<file path="config.mk">
export PLATFORM = sky130hd
export DESIGN_NAME = int_add_unit
export DESIGN_NICKNAME = d
export VERILOG_FILES = /design/src/rtl/int_add_pkg.sv /design/src/rtl/int_add_ctrl.sv /design/src/rtl/int_add_datapath.sv /design/src/rtl/int_add_unit.sv
export SDC_FILE = /design/constraint.sdc
export NUM_CORES = 1
export LEC_CHECK = 0
export BUFFER_PORTS_ARGS = -buffer_cell sky130_fd_sc_hd__buf_2
export CORE_MARGIN = 4
export CORE_UTILIZATION = 50
export CTS_BUF_LIST = sky130_fd_sc_hd__clkbuf_4 sky130_fd_sc_hd__clkbuf_8 sky130_fd_sc_hd__clkbuf_16
export CTS_CLUSTER_DIAMETER = 200
export CTS_CLUSTER_SIZE = 24
export DETAILED_ROUTE_END_ITERATION = 8
export PLACE_DENSITY = 0.89
export SLEW_MARGIN = 20
export SYNTH_ARGS = -nofsm -noshare
export SYNTH_HDL_FRONTEND = slang
export SYNTH_SLANG_ARGS = --single-unit
</file>
<file path="constraint.sdc">
create_clock -name clk -period 8.9 [get_ports clk]
set_clock_uncertainty 0.1 [all_clocks]
set_input_delay 0.89 -clock clk [delete_from_list [all_inputs] [get_ports clk]]
set_output_delay 0.89 -clock clk [all_outputs]
set_load 0.1 [all_outputs]
</file>
<file path="src/rtl/int_add_pkg.sv">
package int_add_pkg;

  localparam logic [2:0] OP_ADD   = 3'd0;
  localparam logic [2:0] OP_ADDC  = 3'd1;
  localparam logic [2:0] OP_ADDE  = 3'd2;
  localparam logic [2:0] OP_ADDI  = 3'd3;
  localparam logic [2:0] OP_ADDIC = 3'd4;

  // Strobes from control to datapath
  typedef struct packed {
    logic load;      // capture a new result
    logic useImm;    // second addend is the extended immediate
    logic zeroBase;  // first addend forced to zero
    logic carryIn;   // stored carry joins the sum
    logic wrCa;      // record carry-out
    logic wrOvSo;    // record overflow and summary overflow
    logic wrCr;      // record condition field
  } addStrobe_t;

endpackage

</file>
<file path="src/rtl/int_add_ctrl.sv">
module int_add_ctrl
  import int_add_pkg::*;
(
  input  logic        clk,
  input  logic        rst,
  input  logic        issue,
  input  logic [2:0]  opSel,
  input  logic        raZero,
  input  logic        oeReq,
  input  logic        rcReq,
  output addStrobe_t  strb
);

  always_comb begin
    strb = '0;
    if (issue) begin
      unique case (opSel)
        OP_ADD: begin
          strb.load   = 1'b1;
          strb.wrOvSo = oeReq;
          strb.wrCr   = rcReq;
        end
        OP_ADDC: begin
          strb.load   = 1'b1;
          strb.wrCa   = 1'b1;
          strb.wrOvSo = oeReq;
          strb.wrCr   = rcReq;
        end
        OP_ADDE: begin
          strb.load    = 1'b1;
          strb.carryIn = 1'b1;
          strb.wrCa    = 1'b1;
          strb.wrOvSo  = oeReq;
          strb.wrCr    = rcReq;
        end
        OP_ADDI: begin
          strb.load     = 1'b1;
          strb.useImm   = 1'b1;
          strb.zeroBase = raZero;
        end
        OP_ADDIC: begin
          strb.load     = 1'b1;
          strb.useImm   = 1'b1;
          strb.zeroBase = raZero;
          strb.wrCa     = 1'b1;
          strb.wrCr     = rcReq;
        end
        default: strb = '0;
      endcase
    end
  end


  imm_quiet_flags_chk: assert property (@(posedge clk) disable iff (rst)
    (issue && opSel == OP_ADDI) |-> !(strb.wrCa || strb.wrOvSo || strb.wrCr));


  immc_no_ov_chk: assert property (@(posedge clk) disable iff (rst)
    (issue && opSel == OP_ADDIC) |-> (strb.wrCa && !strb.wrOvSo));


  idle_no_strobe_chk: assert property (@(posedge clk) disable iff (rst)
    (!issue || opSel > OP_ADDIC) |-> (strb == '0));

endmodule

</file>
<file path="src/rtl/int_add_datapath.sv">
module int_add_datapath
  import int_add_pkg::*;
#(
  parameter int DATA_W = 32,
  parameter int IMM_W  = 16
) (
  input  logic              clk,
  input  logic              rst,
  input  addStrobe_t        strb,
  input  logic [DATA_W-1:0] opA,
  input  logic [DATA_W-1:0] opB,
  input  logic [IMM_W-1:0]  imm,
  input  logic              soClear,
  output logic [DATA_W-1:0] resultQ,
  output logic              carryQ,
  output logic              ovQ,
  output logic              soQ,
  output logic [3:0]        condQ
);

  localparam int EXT_W = DATA_W - IMM_W;
  localparam int MSB   = DATA_W - 1;

  logic [DATA_W-1:0] immExt;
  logic [DATA_W-1:0] baseOp;
  logic [DATA_W-1:0] addendOp;
  logic              cinBit;
  logic [DATA_W:0]   sumWide;
  logic [DATA_W-1:0] sumVal;
  logic              sumCarry;
  logic              sumOv;
  logic              soNext;
  logic [3:0]        condNext;

  assign immExt   = {{EXT_W{imm[IMM_W-1]}}, imm};
  assign baseOp   = strb.zeroBase ? '0 : opA;
  assign addendOp = strb.useImm ? immExt : opB;
  assign cinBit   = strb.carryIn & carryQ;

  assign sumWide  = {1'b0, baseOp} + {1'b0, addendOp} + {{DATA_W{1'b0}}, cinBit};
  assign sumVal   = sumWide[MSB:0];
  assign sumCarry = sumWide[DATA_W];
  assign sumOv    = (baseOp[MSB] == addendOp[MSB]) && (sumVal[MSB] != baseOp[MSB]);

  // clear first, then a recorded overflow may set it again
  assign soNext = (soQ & ~soClear) | (strb.wrOvSo & sumOv);

  assign condNext = {sumVal[MSB],
                     ~sumVal[MSB] & (sumVal != '0),
                     (sumVal == '0),
                     soNext};

  always_ff @(posedge clk) begin
    if (rst) begin
      resultQ <= '0;
      carryQ  <= 1'b0;
      ovQ     <= 1'b0;
      soQ     <= 1'b0;
      condQ   <= '0;
    end else begin
      soQ <= soNext;
      if (strb.load)   resultQ <= sumVal;
      if (strb.wrCa)   carryQ  <= sumCarry;
      if (strb.wrOvSo) ovQ     <= sumOv;
      if (strb.wrCr)   condQ   <= condNext;
    end
  end


  carry_hold_chk: assert property (@(posedge clk) disable iff (rst)
    !strb.wrCa |=> $stable(carryQ));


  so_sticky_chk: assert property (@(posedge clk) disable iff (rst)
    (soQ && !soClear) |=> soQ);


  ov_sets_so_chk: assert property (@(posedge clk) disable iff (rst)
    $rose(ovQ) |-> soQ);


  cond_onehot_chk: assert property (@(posedge clk) disable iff (rst)
    $onehot0(condQ[3:1]));


  result_hold_chk: assert property (@(posedge clk) disable iff (rst)
    !strb.load |=> $stable(resultQ));


  ov_hold_chk: assert property (@(posedge clk) disable iff (rst)
    !strb.wrOvSo |=> $stable(ovQ));

endmodule

</file>
<file path="src/rtl/int_add_unit.sv">
module int_add_unit
  import int_add_pkg::*;
#(
  parameter int DATA_W = 32,
  parameter int IMM_W  = 16
) (
  input  logic              clk,
  input  logic              rst,
  input  logic              issue,
  input  logic [2:0]        opSel,
  input  logic [DATA_W-1:0] opA,
  input  logic [DATA_W-1:0] opB,
  input  logic              raZero,
  input  logic [IMM_W-1:0]  imm,
  input  logic              oeReq,
  input  logic              rcReq,
  input  logic              soClear,
  output logic [DATA_W-1:0] result,
  output logic              carryQ,
  output logic              ovQ,
  output logic              soQ,
  output logic [3:0]        condQ
);

  addStrobe_t strb;

  int_add_ctrl u_ctrl (
    .clk    (clk),
    .rst    (rst),
    .issue  (issue),
    .opSel  (opSel),
    .raZero (raZero),
    .oeReq  (oeReq),
    .rcReq  (rcReq),
    .strb   (strb)
  );

  int_add_datapath #(
    .DATA_W (DATA_W),
    .IMM_W  (IMM_W)
  ) u_dp (
    .clk     (clk),
    .rst     (rst),
    .strb    (strb),
    .opA     (opA),
    .opB     (opB),
    .imm     (imm),
    .soClear (soClear),
    .resultQ (result),
    .carryQ  (carryQ),
    .ovQ     (ovQ),
    .soQ     (soQ),
    .condQ   (condQ)
  );

endmodule

</file>
==> results of run 1 <==
-- per-stage QoR --
stage | setup WS [ns] | power, mW | cell area [um2]
after floorplan | 3.743 | 0.5491 | 3955
after global placement | 2.492 | 0.6342 | 4614
after detailed placement | 2.193 | 0.6406 | 4614
after CTS | 2.498 | 0.7941 | 4732
after global routing | 2.107 | 0.8443 | 4732
final | 2.601 | 0.7950 | 4732
-- layout by cell type (no fill, tap or decap), drive strengths merged, types with 4 or more instances in the layout --
| cell type | n |
|---|---|
| nand2 | 159 |
| buf | 130 |
| a21oi | 59 |
| nor2 | 42 |
| dfxtp | 39 |
| and2 | 37 |
| ha | 31 |
| o21ai | 22 |
| a21o | 17 |
| xnor2 | 13 |
| xor2 | 12 |
| nor3 | 9 |
| nand3 | 8 |
| a211oi | 8 |
| inv | 6 |
| clkbuf | 6 |
| a31oi | 6 |
| nand4 | 5 |
| nor4b | 5 |
| or3 | 5 |
| and3 | 4 |
| o21a | 4 |
-- registers in the layout, summed over array words and instances, names as in the netlist --
register and cells:
u_dp.resultQ 32, u_dp.carryQ 1, u_dp.condQ 4, u_dp.soQ 1, u_dp.ovQ 1
-- final cells by class --
| type | instances | area [um2] | share of cell area [%] |
|---|---|---|---|
| inverter | 7 | 26.28 | 0.5553 |
| sequential | 39 | 780.7 | 16.50 |
| multi-input combinational | 504 | 3024 | 63.91 |
| tap | 102 | 127.6 | 2.697 |
| clock buffer | 6 | 82.58 | 1.745 |
| timing repair buffer | 130 | 655.6 | 13.86 |
| clock inverter | 2 | 35.03 | 0.7403 |
-- logic make-up after synthesis --
kind of cell	count (synthesis)	share of synthesized area, %
buffers and inverters	36	3.891
AOI/OAI and AO/OA	146	23.76
adders and majority gates	33	10.82
xor gates and xnor gates	25	5.536
and+or+nand+nor	295	34.89
muxes	5	1.360
DFF	39	19.74
-- how the worst max path moves through the flow --
stage                                  to  slack (ns)
6_report       u_dp.condQ[2]$_SDFFE_PP0P_        2.60
5_1_grt        u_dp.condQ[2]$_SDFFE_PP0P_        2.11
4_1_cts        u_dp.condQ[2]$_SDFFE_PP0P_        2.50
3_5_place_dp   u_dp.condQ[2]$_SDFFE_PP0P_        2.19
3_3_place_gp   u_dp.condQ[2]$_SDFFE_PP0P_        2.49
2_1_floorplan  u_dp.condQ[2]$_SDFFE_PP0P_        3.74
-- report_power, final --
part           internal, mW  total (mW)  switching [mW]  leakage, nW
logic                 0.136       0.441           0.305         1.98
registers             0.191       0.200         0.00858        0.319
clock network        0.0907       0.154          0.0634       0.0612
total                 0.418       0.795           0.377         2.36
-- worst register-to-register path, stage by stage (launching register included) --
cell and delay (ns):
dfxtp_1 0.35, nand2_1 0.07, nor4b_1 0.68, fa_1 0.37, a21o_1 0.15, nand4_1 0.18, a21boi_1 0.36, o21a_1 0.24
nor2_1 0.05, o311ai_0 0.64, o211ai_1 0.23, or4_4 0.48, nor4b_4 0.24, o41ai_1 0.11
-- routing by layer --
metal	global-route usage, %	up-vias
met5	0	-
met4	6.803	0
met3	5.840	31
met2	40.55	174
met1	29.04	1988
li1	-	2243
==> summary.md, run 1 <==
| Metric | Value |
|---|---|
| Status | complete, no violations |
| Met2 routed WL | around 5400 um |
| Reg2reg setup slack | 4.53 ns |
| CTS H-tree depth | 2 |
| Fmax | around 0.16 GHz |
| Max FO, Critical Path | 33 |
| Vias in the first global route | approximately 4100 |
| Clock root cell | clkbuf_8 |
| I/O Pins | between 100 and 150 |
| Slew @ Worst Pin | around 1.0 ns |
| Crit path DAT | 6.36 ns |
| Yosys warns | 0 |
| Antenna Nets Post-Route | 0 |
| DRT Pass-1 Iters | 6 |
| Setup CP Type | input port to register |
| Final net count | slightly above 800 |
| Post-CTS sizing | 0 |
| Die height | a little under 100 um |
| Bufs and invs on worst path | 3 |
| Crit path cell chain | buf_2 > nor3b_1 > o21ai_2 > buf_4 > clkinv_1 > nand2_1 > and2_1 > fa_1 > fa_1 > a21o_1 > a221o_1 > a21oi_2 > o21ai_1 > a311o_1 > nor4b_1 > nor3_1 > or4_4 > nor4b_4 > o41ai_1 |
| CTS Sinks | 39 |
| CP startpoint kind | input port |
| Final wirelength | between 10000 and 15000 um |
| Leakage | 2.365 nW |
| Final setup fails | 0 |
| Hold Buf Count CTS | 0 |
| Hold Crit Class | register to register |
| Max-slew violations | 0 |
| Met1 WL | 4750 um |
| Critical path required time | 8.96 ns |
| Min-Delay Endpoint | u_dp.resultQ[20]$_SDFFE_PP0P_ |
| GPL Wtd Cong | between 0.9 and 1 |
| Worst path top cell family by delay | simple AND/OR/NAND/NOR gates |
| Die Wd | ~97 um |
| Die area | ~0.0094 mm2 |
| Highest Signal Layer | met4 |
| R2R cell count | 13 |
| Hold path depth | 2 |
| Routed wire per std cell | approximately 14 um |
| Final core utilization | 61.24% |
| Final Hold Vio Count | 0 |
| Initial Utilization | approximately 50% |
| FFs w/ async S/R, synth | 0% |
| DRT iter0 DRCs | roughly 200 |
| Fin crit share | ~71% |
| Clock Latency Late Sink | 0.30 ns |
| Antenna Cells | 0 |
| Setup crit end kind | register |
| DR WL met3 | between 800 and 900 um |
| RR Startpoint | u_dp.carryQ$_SDFFE_PP0P_ |
| Number of synthesized flops with an enable pin | 0 |
| Core area | around 0.0077 mm2 |
| Worst VDD drop | 0.08317 mV |
| Port bufs | around 130 |
| Yosys reg bits | 39 |
| Final hold slack | 0.3552 ns |
| Reg2reg end | u_dp.condQ[2]$_SDFFE_PP0P_ |
| Most frequent CP cell | fa_1 |
| GRT Util Overall | between 20% and 30% |
| Syn_area_per_cell | 6.831 um2 |
| Clock slew at reported path FFs | around 0.080 ns |
| TritonCTS Buffers | 5 |
| PD cells | 168.0 mW/mm2 |
| RSZ-0062 raised after global routing | false |
| Crit path largest cell delay | roughly 0.53 ns |
| Setup TNS | 0 ns |
| Sequential-to-total area share from yosys stat | between 10% and 20% |
| Antenna violations before repair | 0 |
| Post-synth cell types | 64 |
| Via count | about 4400 |
| Cell total after placement | 782 |
| Via/cell ratio | between 5 and 6 |
| Crit-path slowest cell | nand2_1 |
| Gate Count Post-Synth | ~580 |
| Setup Fix Bufs, Post-CTS | 0 |
| Post-Syn Nets | between 700 and 800 |
| Yosys top cell area share | between 10% and 20% |
| Max Cap Viol | 0 |
| Non-filler cells, final | 790 |
| P&R area growth vs syn | 19.65% |
| Area contributors post-synth | dfxtp_1 20%, nand2_1 15%, ha_1 9.8% |
| Syn Std Cell Area | between 0.003 and 0.004 mm2 |
| Largest area contributor in the netlist | dfxtp_1 |
| Clock Path Buffers | 2 |
| Most frequent cell after synthesis | nand2_1 |
| Worst Hold Launch | u_dp.resultQ[20]$_SDFFE_PP0P_ |
| Hpwl dp | 9169 um |
| Largest net degree at the start of global routing | between 40 and 50 |
| Worst slew margin | between 30% and 40% |
| Overflow after GRT | 0 |
| First-pass GRT wire length | around 19000 um |
| Commonest cells in the netlist | 159 x nand2_1, 57 x a21oi_1, 42 x nor2_1, 39 x dfxtp_1, 37 x and2_1 |
| CTS tree | yes |
| CP Depth | 19 |
| # fillers | roughly 740 |
| Drt drc | 0 |
| Layout cells sized above 1 | between 20% and 30% |
| Minimum clock period | 6.299 ns |
| Ys flop type | dfxtp_1 |
| Cell Rows | 32 |
| Crit path launch | opSel[0] |
(Power assumes the default switching activity.)
==> run 2: changes to the inputs <==
==> constraint.sdc (replaced) <==
create_clock -name clk -period 5.9 [get_ports clk]
set_clock_uncertainty 0.1 [all_clocks]
set_input_delay 0.59 -clock clk [delete_from_list [all_inputs] [get_ports clk]]
set_output_delay 0.59 -clock clk [all_outputs]
set_load 0.1 [all_outputs]
==> run 2 against run 1 <==
  * Global-route usage up 0.78 points
  * Critical endpoint unchanged
  * Clock power up 49%
  * Routed wire length up 3.3%
  * Critical path depth down 1
  * Combinational power up 52%
  * First-iteration DRC count down 7.8%
  * Largest cell class unchanged
==> summary.md, run 2 (same netlist as run 1, synthesis figures left out) <==
| Metric | Value |
|---|---|
| Status | complete, no violations |
| Sequential Power Share | between 20% and 30% |
| Die Wd | 96.94 um |
| DP Area | between 0.004 and 0.005 mm2 |
| Hold Buf Count CTS | 0 |
| Final instance area | about 0.0048 mm2 |
| Max-slew violations | 0 |
| Cell total after placement | between 700 and 800 |
| DRT Pass-1 Iters | 4 |
| Worst VDD drop | between 0.1 and 0.15 mV |
| RR Startpoint | u_dp.carryQ$_SDFFE_PP0P_ |
| Fin worst setup slack | 0.4732 ns |
| Antenna Nets Post-Route | 0 |
| GRT Util Overall | about 24% |
| Clock Power Share | between 10% and 20% |
| Clock root cell | clkbuf_8 |
| Largest net degree at the start of global routing | ~40 |
| Hpwl dp | roughly 9400 um |
| Crit path largest cell delay | ~0.54 ns |
| Setup crit end kind | register |
| R2R cell count | 13 |
| GPL Wtd Cong | just over 0.9 |
| Crit path DAT | between 5 and 6 ns |
| Most frequent cells in the layout | 158 x nand2_1, 128 x buf_2, 57 x a21oi_1 |
| Place WS | -0.02981 ns |
| Fmax | 0.1843 GHz |
| Setup CP Type | input port to register |
| Clock Path Buffers | 2 |
| Clock slew at reported path FFs | ~0.08 ns |
| Hold Crit Class | register to register |
| Crit path launch | opSel[1] |
| Max FFs per register | 32 |
| Final wirelength | ~12000 um |
| Initial Utilization | 51.18% |
| Routed wire per std cell | roughly 15 um |
| P_sw | 0.5708 mW |
| Largest regs | u_dp.resultQ x32, u_dp.condQ x4 |
| Slew @ Worst Pin | between 1 and 1.5 ns |
| Crit path cell chain | buf_2 > nand2_1 > nor2_1 > o21ai_4 > clkinv_1 > nand2_1 > nand2_1 > ha_1 > a21oi_1 > o211ai_1 > a221o_1 > a21o_1 > or2_4 > or4_1 > and3_1 > or4_4 > nor4b_4 > o41ai_1 |
| First-pass GRT wire length | 19750 um |
| Worst path top cell family by delay | simple AND/OR/NAND/NOR gates |
| Reg with most FFs | u_dp.resultQ |
| RSZ-0062 raised after global routing | false |
| Int Pwr | 0.6309 mW |
| I/O Pins | roughly 130 |
| Max Cap Viol | 0 |
| Final setup fails | 0 |
| Reg2reg setup slack | about 1.5 ns |
| Die height | about 97 um |
| # fillers | ~730 |
| CTS Sinks | 39 |
| Crit-path slowest cell | or4_4 |
| Switch share | between 40% and 50% |
| Reg2reg end | u_dp.condQ[2]$_SDFFE_PP0P_ |
| CP startpoint kind | input port |
| Clock Latency Late Sink | 0.29 ns |
| Layout cells sized above 1 | between 20% and 30% |
| Leakage | between 2 and 2.5 nW |
| Drt drc | 0 |
| Worst Hold Launch | u_dp.resultQ[14]$_SDFFE_PP0P_ |
| DRT iter0 DRCs | roughly 190 |
| Port bufs | between 100 and 150 |
| CTS tree | yes |
| Worst slew margin | about a third |
| CTS H-tree depth | 2 |
| Vias in the first global route | between 4000 and 5000 |
| TritonCTS Buffers | 5 |
| Final net count | just over 800 |
| Post-CTS sizing | 0 |
| Commonest non-fill, non-tap cell in the layout | nand2_1 |
| Minimum clock period | between 5 and 6 ns |
| P&R area growth vs syn | 20.28% |
| Most frequent CP cell | nand2_1 |
| Max FO, Critical Path | 17 |
| Core area | slightly below 0.008 mm2 |
| Min-Delay Endpoint | u_dp.resultQ[14]$_SDFFE_PP0P_ |
| Cell Rows | 32 |
| Bufs and invs on worst path | 2 |
| Gate power share | between 50% and 60% |
| Critical path required time | ~6.0 ns |
| Final Hold Vio Count | 0 |
| Setup Fix Bufs, Post-CTS | 0 |
| Overflow after GRT | 0 |
| Hold path depth | 2 |
| PD cells | roughly 250 mW/mm2 |
| Via count | 4452 |
| Antenna Cells | 0 |
| Final hold slack | between 0.3 and 0.4 ns |
| Fin crit share | roughly nine tenths |
| Non-filler cells, final | 792 |
| Total Power | about 1.2 mW |
| Via/cell ratio | around 5.6 |
| Antenna violations before repair | 0 |
| Die area | ~0.0094 mm2 |
-- run 2: cell types whose count changed in the layout (fill, tap and decap cells not counted) --
cell | previous run | this run
buf_4 | 2 | 4
nand2_1 | 159 | 158
nand2_2 | 0 | 1
o21ai_2 | 1 | 0
o21ai_4 | 0 | 1
-- run 2: metal layers --
| layer | routed length (um) | part of all wire, % | global-route usage [%] |
|---|---|---|---|
| met1 | 5125 | 44 | 30.83 |
| met2 | 5618 | 48 | 42.73 |
| met3 | 809 | 6.9 | 4.254 |
| met4 | 171 | 1.5 | 5.940 |
| met5 | 0 | 0 | 0 |
-- run 2: final cells by class --
class | instances | area [um2] | area share (%)
multi-input combinational | 504 | 3034 | 63.78
sequential | 39 | 780.7 | 16.41
timing repair buffer | 132 | 670.6 | 14.10
tap | 102 | 127.6 | 2.683
clock buffer | 6 | 82.58 | 1.736
clock inverter | 2 | 35.03 | 0.7365
inverter | 7 | 26.28 | 0.5523
-- run 2: metrics by stage --
stage	utilization [%]	TNS, ns
2_1_floorplan	-	0
3_3_place_gp	59.91	0
3_5_place_dp	59.91	-0.02981
4_1_cts	61.43	0
5_1_grt	61.56	0
6_report	61.56	0
-- run 2: worst min-delay path, delay by kind of cell (launching register included) --
family | cells | cell delay, ns
AO/OA/AOI/OAI | 1 | 0.05
flip-flops | 1 | 0.31
AND/OR/NAND/NOR | 1 | 0.05
-- run 2: power by group through the flow --
stage | registers (mW) | clock network, mW | logic, mW
2_1_floorplan | 0.483 | 0 | 0.346
3_3_place_gp | 0.306 | 0 | 0.653
3_5_place_dp | 0.307 | 0 | 0.662
4_1_cts | 0.301 | 0.230 | 0.665
5_1_grt | 0.304 | 0.244 | 0.728
6_report | 0.301 | 0.230 | 0.670
-- run 2: how the worst max path moves through the flow --
stage / to / cells past startpoint
floorplan: u_dp.condQ[2]$_SDFFE_PP0P_ / 17
global placement: u_dp.condQ[2]$_SDFFE_PP0P_ / 18
detailed placement: u_dp.condQ[2]$_SDFFE_PP0P_ / 18
CTS: u_dp.condQ[2]$_SDFFE_PP0P_ / 18
global route: u_dp.condQ[2]$_SDFFE_PP0P_ / 18
finish: u_dp.condQ[2]$_SDFFE_PP0P_ / 18
==> run 3: changes to the inputs <==
--- a/config.mk
+++ b/config.mk
@@ -7,12 +7,12 @@
 export LEC_CHECK = 0
 export BUFFER_PORTS_ARGS = -buffer_cell sky130_fd_sc_hd__buf_2
 export CORE_MARGIN = 4
-export CORE_UTILIZATION = 50
+export CORE_UTILIZATION = 46
 export CTS_BUF_LIST = sky130_fd_sc_hd__clkbuf_4 sky130_fd_sc_hd__clkbuf_8 sky130_fd_sc_hd__clkbuf_16
 export CTS_CLUSTER_DIAMETER = 200
 export CTS_CLUSTER_SIZE = 24
 export DETAILED_ROUTE_END_ITERATION = 8
-export PLACE_DENSITY = 0.89
+export PLACE_DENSITY = 0.84
 export SLEW_MARGIN = 20
 export SYNTH_ARGS = -nofsm -noshare
 export SYNTH_HDL_FRONTEND = slang
==> run 3 against run 2 <==
  * Register-to-register slack lost 0.13 ns
  * First-iteration DRC count grew 12%
  * Cell count grew 0.38%
  * Count of clock-buffer cells in the layout is the same
  * Worst hold slack gained 0.0021 ns
  * Via count grew 0.38%
  * Critical endpoint unchanged
  * Sequential cell count is the same
  * Utilization shrank 4.2 points
==> summary.md, run 3 (same netlist as run 1, synthesis figures left out) <==
| Metric | Value |
|---|---|
| Slew @ Worst Pin | approximately 1.1 ns |
| Routed wire per std cell | 14.89 um |
| Minimum clock period | between 5 and 6 ns |
| Largest net degree at the start of global routing | between 40 and 50 |
| Clock Path Buffers | 2 |
| Drt drc | 0 |
| Via count | 4469 |
| Final setup fails | 0 |
| CTS H-tree depth | 2 |
| CTS tree | yes |
| Place WS | -0.02875 ns |
| Clock root cell | clkbuf_8 |
| Worst VDD drop | ~0.11 mV |
| RSZ-0062 raised after global routing | false |
| First-pass GRT wire length | approximately 19000 um |
| Fmax | between 0.15 and 0.2 GHz |
| Final core utilization | a little under three fifths |
| Clock Latency Late Sink | around 0.29 ns |
| Core area | 0.008299 mm2 |
| Layout cells sized above 1 | 23.04% |
| Crit path launch | opSel[1] |
| # fillers | ~810 |
| Leakage | about 2.4 nW |
| Crit path DAT | 5.52 ns |
| PD cells | 253.9 mW/mm2 |
| Final wirelength | 11840 um |
| Final instance area | ~0.0048 mm2 |
| Setup crit end kind | register |
| I/O Pins | between 100 and 150 |
| RR Startpoint | u_dp.carryQ$_SDFFE_PP0P_ |
| Worst slew margin | ~29% |
| Final Hold Vio Count | 0 |
| Status | complete, no violations |
| Antenna Cells | 0 |
| CP startpoint kind | input port |
| GPL Wtd Cong | 0.9467 |
| Port bufs | roughly 130 |
| Critical path required time | about 6.0 ns |
| CTS Sinks | 39 |
| Clock slew at reported path FFs | 0.08 ns |
| TritonCTS Buffers | 5 |
| Final net count | just over 800 |
| Die Wd | 100.7 um |
| Max-slew violations | 0 |
| Max FFs per register | 32 |
| P&R area growth vs syn | 20.37% |
| Via/cell ratio | 5.621 |
| Die area | between 0.01 and 0.015 mm2 |
| GRT Util Overall | between 20% and 30% |
| Setup Fix Bufs, Post-CTS | 0 |
| DP Area | approximately 0.0046 mm2 |
| Most frequent cells in the layout | 158 x nand2_1, 128 x buf_2, 57 x a21oi_1 |
| Largest regs | u_dp.resultQ x32, u_dp.condQ x4 |
| Final hold slack | roughly 0.35 ns |
| Setup CP Type | input port to register |
| Antenna violations before repair | 0 |
| Vias in the first global route | between 4000 and 5000 |
| Max FO, Critical Path | 17 |
| Worst Hold Launch | u_dp.resultQ[27]$_SDFFE_PP0P_ |
| Hold Crit Class | register to register |
| Post-CTS sizing | 0 |
| DRT Pass-1 Iters | 5 |
| Max Cap Viol | 0 |
| Overflow after GRT | 0 |
| Fin worst setup slack | approximately 0.43 ns |
| DRT iter0 DRCs | 210 |
| Hold Buf Count CTS | 0 |
| Fin crit share | between 90 and 100% |
| R2R cell count | 13 |
| Antenna Nets Post-Route | 0 |
| Hpwl dp | around 9600 um |
| Commonest non-fill, non-tap cell in the layout | nand2_1 |
| Hold path depth | 2 |
| Initial Utilization | a little under half |
| Die height | roughly 100 um |
| Cell Rows | 33 |
| Reg with most FFs | u_dp.resultQ |
run 3: cell counts in the layout (fill, tap and decap cells not counted):
Identical to the previous run, type by type.
run 3: worst paths after layout:
check / end / slack [ns]
worst max register to register: u_dp.condQ[2]$_SDFFE_PP0P_ / 1.36
worst min-delay path: u_dp.resultQ[27]$_SDFFE_PP0P_ / 0.35
worst max-delay path: u_dp.condQ[2]$_SDFFE_PP0P_ / 0.43
worst min register to register: u_dp.resultQ[27]$_SDFFE_PP0P_ / 0.35
run 3: area by class of cell:
type,instances,area [um2],area share (%)
Multi-Input combinational cell,504,3034,63.73
Sequential cell,39,780.7,16.40
Timing Repair Buffer,132,670.6,14.09
Tap cell,105,131.4,2.760
Clock buffer,6,82.58,1.735
Clock inverter,2,35.03,0.7359
Inverter,7,26.28,0.5519
run 3: power breakdown:
group | internal, mW | leakage (nW) | switching (mW)
clock | 0.137 | 0.0612 | 0.0964
sequential | 0.288 | 0.319 | 0.0140
combinational | 0.206 | 2.00 | 0.467
total | 0.631 | 2.38 | 0.578
run 3: per-layer routing:
layer  GRT usage, %  routed length (um)
met2          38.08                5505
met5              0                   0
met1          28.93                5154
met3          3.737                 829
met4          7.876                 346
run 3: through the flow:
stage | TNS, ns | cells | total power [mW]
after floorplan | 0 | 579 | 0.8283
after global placement | 0 | 787 | 0.9608
after detailed placement | -0.02875 | 787 | 0.9730
after CTS | 0 | 795 | 1.203
after global routing | 0 | 795 | 1.278
final | 0 | 795 | 1.209
run 3: critical path, cell delays in order:
cell and delay, ns:
buf_2 0.13, nand2_1 0.14, nor2_1 0.09, o21ai_4 0.45, clkinv_1 0.21, buf_4 0.24
nand2_1 0.40, nand2_1 0.11, ha_1 0.40, a21oi_1 0.22, o211ai_1 0.14, a221o_1 0.38
a21o_1 0.20, or2_4 0.24, or4_1 0.50, and3_1 0.17, or4_4 0.54, nor4b_4 0.24
o41ai_1 0.12
